## config.mk

```make
export PLATFORM = sky130hd
export DESIGN_NAME = tmrcc_capcmp
export DESIGN_NICKNAME = d
export VERILOG_FILES = /design/src/rtl/tmrcc_pkg.sv /design/src/rtl/tmrcc_counter.sv /design/src/rtl/tmrcc_gr.sv /design/src/rtl/tmrcc_flags.sv /design/src/rtl/tmrcc_capcmp.sv
export SDC_FILE = /design/constraint.sdc
export NUM_CORES = 1
export LEC_CHECK = 0
export BUFFER_PORTS_ARGS = -buffer_cell sky130_fd_sc_hd__buf_2
export CAP_MARGIN = 5
export CORE_MARGIN = 1
export CORE_UTILIZATION = 23
export CTS_CLUSTER_SIZE = 16
export DETAILED_ROUTE_END_ITERATION = 16
export PLACE_DENSITY = 0.36
export REMOVE_ABC_BUFFERS = 1
export SLEW_MARGIN = 10
export SYNTH_ARGS = -nofsm -noshare
export SYNTH_HDL_FRONTEND = slang
export SYNTH_HIERARCHICAL = 1
export SYNTH_SLANG_ARGS = --single-unit
```

## constraint.sdc

```tcl
create_clock -name clk -period 2.42 [get_ports clk]
set_input_delay 0.242 -clock clk [delete_from_list [all_inputs] [get_ports clk]]
set_output_delay 0.242 -clock clk [all_outputs]
set_load 0.01 [all_outputs]
```

## src/rtl/tmrcc_pkg.sv

```systemverilog
// Shared sizes and register addresses for the capture/compare timer channel.
package tmrcc_pkg;
    localparam int unsigned CNT_W    = 16;
    localparam int unsigned NUM_GR   = 4;
    localparam int unsigned ADDR_W   = 3;
    localparam int unsigned NUM_FLAG = NUM_GR + 1;
    localparam int unsigned OVF_BIT  = NUM_GR;

    localparam logic [ADDR_W-1:0] ADR_STATUS  = 3'd0;
    localparam logic [ADDR_W-1:0] ADR_IEN     = 3'd1;
    localparam logic [ADDR_W-1:0] ADR_COUNT   = 3'd2;
    localparam logic [ADDR_W-1:0] ADR_GR_BASE = 3'd4;
endpackage

```

## src/rtl/tmrcc_counter.sv

```systemverilog
// Free-running up-counter with a software load port.
// It assumes that a load and an increment in the same cycle resolve to the load.
// wrap_o pulses in the cycle whose increment takes the counter from all-ones to zero.
module tmrcc_counter #(
    parameter int unsigned W = 16
) (
    input  logic         clk,
    input  logic         rst_n,
    input  logic         inc_i,
    input  logic         ld_i,
    input  logic [W-1:0] ld_val_i,
    output logic [W-1:0] cnt_o,
    output logic         wrap_o
);
    logic [W-1:0] cnt_q;

    // Load takes priority over increment; reset clears the count.
    always_ff @(posedge clk) begin
        if (!rst_n)      cnt_q <= '0;
        else if (ld_i)   cnt_q <= ld_val_i;
        else if (inc_i)  cnt_q <= cnt_q + 1'b1;
    end

    // Wrap event: only a real increment from all-ones counts, never a load.
    always_comb wrap_o = inc_i & ~ld_i & (&cnt_q);

    assign cnt_o = cnt_q;
endmodule

```

## src/rtl/tmrcc_gr.sv

```systemverilog
// One general register, acting as a capture or a compare register.
// Capture mode: the strobe copies the counter and raises hit_o; it takes priority over a bus write.
// Compare mode: hit_o pulses on the first cycle in which the counter equals the register.
// It assumes cap_mode_i is a quasi-static configuration input.
module tmrcc_gr #(
    parameter int unsigned W = 16
) (
    input  logic         clk,
    input  logic         rst_n,
    input  logic         cap_mode_i,
    input  logic         cap_i,
    input  logic [W-1:0] cnt_i,
    input  logic         wr_i,
    input  logic [W-1:0] wdata_i,
    output logic [W-1:0] gr_o,
    output logic         hit_o
);
    logic [W-1:0] gr_q;
    logic         cap_ev;
    logic         eq_now;
    logic         eq_q;

    // Event qualification for both modes.
    always_comb begin
        cap_ev = cap_mode_i & cap_i;
        eq_now = ~cap_mode_i & (cnt_i == gr_q);
        hit_o  = cap_ev | (eq_now & ~eq_q);
    end

    // Register contents: a capture beats a software write.
    always_ff @(posedge clk) begin
        if (!rst_n)      gr_q <= '1;
        else if (cap_ev) gr_q <= cnt_i;
        else if (wr_i)   gr_q <= wdata_i;
    end

    // Remembers the previous equality so that a match is reported only on its first cycle.
    always_ff @(posedge clk) begin
        if (!rst_n) eq_q <= 1'b0;
        else        eq_q <= eq_now;
    end

    assign gr_o = gr_q;
endmodule

```

## src/rtl/tmrcc_flags.sv

```systemverilog
// Status flags with read-then-write-zero clearing and gated interrupt requests.
// A status read arms each flag it returns as 1. A status write clears the armed flags
// whose data bit is 0, then disarms every flag. A set event always beats a clear.
module tmrcc_flags #(
    parameter int unsigned NF = 5
) (
    input  logic          clk,
    input  logic          rst_n,
    input  logic [NF-1:0] set_i,
    input  logic          rd_i,
    input  logic          wr_i,
    input  logic [NF-1:0] wdata_i,
    input  logic [NF-1:0] ien_i,
    output logic [NF-1:0] flags_o,
    output logic [NF-1:0] armed_o,
    output logic [NF-1:0] irq_o
);
    logic [NF-1:0] flags_q, armed_q;
    logic [NF-1:0] clr, flags_nxt, armed_nxt;

    // Next-state logic for the flags and for their arming bits.
    always_comb begin
        clr       = {NF{wr_i}} & ~wdata_i & armed_q;
        flags_nxt = set_i | (flags_q & ~clr);
        if (wr_i)      armed_nxt = '0;
        else if (rd_i) armed_nxt = armed_q | flags_q;
        else           armed_nxt = armed_q;
    end

    // State registers.
    always_ff @(posedge clk) begin
        if (!rst_n) begin
            flags_q <= '0;
            armed_q <= '0;
        end else begin
            flags_q <= flags_nxt;
            armed_q <= armed_nxt;
        end
    end

    assign flags_o = flags_q;
    assign armed_o = armed_q;
    assign irq_o   = flags_q & ien_i;
endmodule

```

## src/rtl/tmrcc_capcmp.sv

```systemverilog
// Top of the capture/compare timer channel: bus decode, interrupt enables and read mux.
// It assumes a single-cycle bus: one access per cycle, with read data valid combinationally.
module tmrcc_capcmp
    import tmrcc_pkg::*;
#(
    parameter int unsigned CW = CNT_W,
    parameter int unsigned NG = NUM_GR,
    parameter int unsigned AW = ADDR_W
) (
    input  logic          clk,
    input  logic          rst_n,
    input  logic          bus_sel_i,
    input  logic          bus_wr_i,
    input  logic [AW-1:0] bus_addr_i,
    input  logic [CW-1:0] bus_wdata_i,
    output logic [CW-1:0] bus_rdata_o,
    input  logic          cnt_inc_i,
    input  logic [NG-1:0] cap_strobe_i,
    input  logic [NG-1:0] cap_mode_i,
    output logic [NG:0]   irq_o
);
    localparam int unsigned NF = NG + 1;

    logic                   wr_stb, rd_stb;
    logic                   st_wr, st_rd, ien_wr, cnt_wr;
    logic [NG-1:0]          gr_wr;
    logic [NF-1:0]          ien_q;
    logic [CW-1:0]          cnt_q;
    logic                   wrap;
    logic [NG-1:0][CW-1:0]  gr_q;
    logic [NG-1:0]          hit;
    logic [NF-1:0]          set_ev;
    logic [NF-1:0]          flags_q, armed_q;

    // Address decode for every register.
    always_comb begin
        wr_stb = bus_sel_i & bus_wr_i;
        rd_stb = bus_sel_i & ~bus_wr_i;
        st_wr  = wr_stb & (bus_addr_i == ADR_STATUS);
        st_rd  = rd_stb & (bus_addr_i == ADR_STATUS);
        ien_wr = wr_stb & (bus_addr_i == ADR_IEN);
        cnt_wr = wr_stb & (bus_addr_i == ADR_COUNT);
    end

    // Interrupt-enable register.
    always_ff @(posedge clk) begin
        if (!rst_n)      ien_q <= '0;
        else if (ien_wr) ien_q <= bus_wdata_i[NF-1:0];
    end

    tmrcc_counter #(.W(CW)) u_cnt (
        .clk      (clk),
        .rst_n    (rst_n),
        .inc_i    (cnt_inc_i),
        .ld_i     (cnt_wr),
        .ld_val_i (bus_wdata_i),
        .cnt_o    (cnt_q),
        .wrap_o   (wrap)
    );

    for (genvar g = 0; g < NG; g++) begin : g_gr
        assign gr_wr[g] = wr_stb & (bus_addr_i == ADR_GR_BASE + AW'(g));
        tmrcc_gr #(.W(CW)) u_gr (
            .clk        (clk),
            .rst_n      (rst_n),
            .cap_mode_i (cap_mode_i[g]),
            .cap_i      (cap_strobe_i[g]),
            .cnt_i      (cnt_q),
            .wr_i       (gr_wr[g]),
            .wdata_i    (bus_wdata_i),
            .gr_o       (gr_q[g]),
            .hit_o      (hit[g])
        );
    end

    assign set_ev = {wrap, hit};

    tmrcc_flags #(.NF(NF)) u_flags (
        .clk     (clk),
        .rst_n   (rst_n),
        .set_i   (set_ev),
        .rd_i    (st_rd),
        .wr_i    (st_wr),
        .wdata_i (bus_wdata_i[NF-1:0]),
        .ien_i   (ien_q),
        .flags_o (flags_q),
        .armed_o (armed_q),
        .irq_o   (irq_o)
    );

    // Read mux; reserved bits and unused addresses return zero.
    always_comb begin
        bus_rdata_o = '0;
        if (bus_addr_i == ADR_STATUS)     bus_rdata_o[NF-1:0] = flags_q;
        else if (bus_addr_i == ADR_IEN)   bus_rdata_o[NF-1:0] = ien_q;
        else if (bus_addr_i == ADR_COUNT) bus_rdata_o = cnt_q;
        for (int g = 0; g < NG; g++) begin
            if (bus_addr_i == ADR_GR_BASE + AW'(g)) bus_rdata_o = gr_q[g];
        end
    end
endmodule

```

==> impl_metrics.toml <==
[critical_path]
path_class = "reg -> reg"
rrSetupSlack_ps = 270
cp_max_fo = 10
crit_path_start = "u_cnt/cnt_o[12]$_SDFFE_PN0P_"
crit_required_ps = 2720
worst-r2r-cell-count = 6
endpoint_kind = "flip-flop"
r2r-end = "u_flags/flags_o[3]$_SDFF_PN0_"
critical_path.endpoint = "u_flags/flags_o[3]$_SDFF_PN0_"
r2r_start = "u_cnt/cnt_o[12]$_SDFFE_PN0P_"
critPathLaunchType = "flip-flop"
arrival_ps = 2450

[global_routing]
grt_max_degree = 34
antenna_found_initial = 0
grt_util_all_layers = 0.1761
grt_pass1_vias = 5675
use_met2 = 0.2954
grt_pass1_wl_um = 37120
met1_usage = 0.2405
grtUsageMet3 = 0.02034
grt_overflow = 0
busiest_layer = "met2"

[final_layout]
drive_gt1_frac = 0.1871
nets = 899
layout_common_cells = "164 x nand2_1, 103 x o21ai_0, 99 x dfxtp_1"
diodes = 0
final_common_cell = "nand2_1"
final_area_um2 = 7634
utilization = 0.2809
instances_no_fill = 1243
syn2layout_area_growth_pct = 19.11

[power_and_ir_drop]
power_switching_uw = 1273
combinationalPowerShare = 0.197
p_seq_frac = 0.450
power.internal_uw = 2785
ir_worst_vdd_uv = 353.8
p_leak_uw = 0.002827
finalPower_uw = 4058
p_per_area_nw_per_um2 = 531.6
power.share.clock = 0.353
netSwitchingFraction = 0.3137

[synth]
ys_types = 58
seq_area_frac_synth = 0.3093
synth_flop_cell = "dfxtp_1"
syn-mean-instance-area_um2 = 8.001
netlist_instances = 801
synthesis.area_um2 = 6409
synth-seq-cells = 99
synthArstFlopShare = 0
synth_edf_count = 0
yosysWarnings = 6

[clock_network]
cts.sinks = 99
cts_root_buf = "clkbuf_16"
cts-buffers-inserted = 9
clk_pin_slew_ps = 70
cts_tree = "done"
clockBufferDepth = 2
clkLatencyLatePin_ps = 360
hold_buffers = 0
cts-resized-gates = 0
htreeDepth = 3
post_cts_buffers = 0

[drt]
drt_iter0_markers = 358
firstDrtPassIters = 5
routedWlPerCell_um = 19.92
via_per_inst = 4.776
remaining_drc_errors = 0
finalWirelength_um = 24760
num_vias = 5937
ant_nets = 0

[run_status]
status = "finished clean"

[sta]
hold_violations = 0
finClkSkew_ps = 8.222
relSlewSlack = 0.3878
worst_slack_ps = 265.5
finalCritPeriodShare = 0.8903
period_needed_ps = 2155
rsz0062_at_grt = "no"
finalMaxSlewViolations = 0
final-setup-viol-count = 0
fmax_mhz = 464.1
tightest_slew_ps = 916.1

[floorplan]
dieHeight_um = 168.9
ioPinCount = 53
die_x_um = 168.9
initial_utilization = 0.2358
core_um2 = 27180
rows = 60
die_area_um2 = 28540

[placement]
placed_area_um2 = 7361
place_ws_ps = 301.6
dpl.cell_count = 1227
dpl.hpwl_um = 18050
io_buffers = 52
gp_congestion = 0.7733

[hold_path]
min_from = "bus_wdata_i[4]"
hold_path.class = "in -> reg"

[run]
max-cap-violations = 0
-- worst max-delay path: stages (launching register included) --
cell and delay (ps):
dfxtp_1 600, xor2_1 120, nor4_1 440, nand2_1 190, o41ai_2 380, and4bb_1 260, nor2_1 100
-- metrics by stage --
stage,hold slack (ps),setup TNS (ps)
3_3_place_gp,441.7,0
4_1_cts,193.8,0
5_1_grt,233.6,0
2_1_floorplan,303.9,-2479
3_5_place_dp,436.3,0
6_report,208.8,0
-- final cells by class --
type,count,area [um^2]
clock buffer,12,246.5
timing repair buffer,106,755.7
tap,372,465.4
inverter,19,71.32
sequential,99,1982
multi-input combinational,631,4086
fill,3023,19540
clock inverter,4,26.28
-- cell usage after synthesis (15+ instances only) --
library cell,count,area (um^2)
inv_1,19,71.32
mux2i_1,67,670.6
xor2_1,16,140.1
nand2_1,164,615.6
o21ai_0,103,515.5
dfxtp_1,99,1982
nand2b_1,16,100.1
a21oi_1,15,75.07
xnor2_1,39,341.6
a21boi_1,16,120.1
nor2_1,35,131.4
clkbuf_1,25,93.84
-- registers in the layout, summed over array words and instances, names as in the netlist --
register         cells
u_flags/armed_o      5
g_gr.u_gr/gr_o      64
ien_q                5
u_cnt/cnt_o         16
u_flags/flags_o      5
g_gr.u_gr/eq_q       4
-- logic make-up after synthesis --
family | count (synthesis) | share of synthesized area
and+or+nand+nor | 279 | 0.2071
AOI/OAI and AO/OA | 229 | 0.2468
DFF | 99 | 0.3093
buffers and inverters | 71 | 0.05506
muxes | 67 | 0.1046
xor gates and xnor gates | 55 | 0.07517
adders and majority gates | 1 | 0.001952
-- per-layer routing --
| layer | wire, um | share of wire |
|---|---|---|
| met1 | 12220 | 0.49 |
| met2 | 11610 | 0.47 |
| met3 | 608 | 0.025 |
| met4 | 322 | 0.013 |
| met5 | 0 | 0 |
-- power by group through the flow --
stage	sequential, uW	combinational [uW]	clock [uW]
after floorplan	1840	443	0
after global placement	1870	805	0
after detailed placement	1860	804	0
after CTS	1830	806	1490
after global routing	1840	882	1530
final	1830	798	1430
-- worst min-delay path by stage --
stage                                              to  depth (start not counted)
floorplan           g_gr[0].u_gr/gr_o[0]$_SDFFE_PN1P_                          1
global placement        u_flags/flags_o[4]$_SDFF_PN0_                          1
detailed placement      u_flags/flags_o[4]$_SDFF_PN0_                          1
CTS                             ien_q[4]$_SDFFE_PN0P_                          3
global route                    ien_q[1]$_SDFFE_PN0P_                          3
finish                          ien_q[4]$_SDFFE_PN0P_                          3
(Power assumes the default switching activity.)
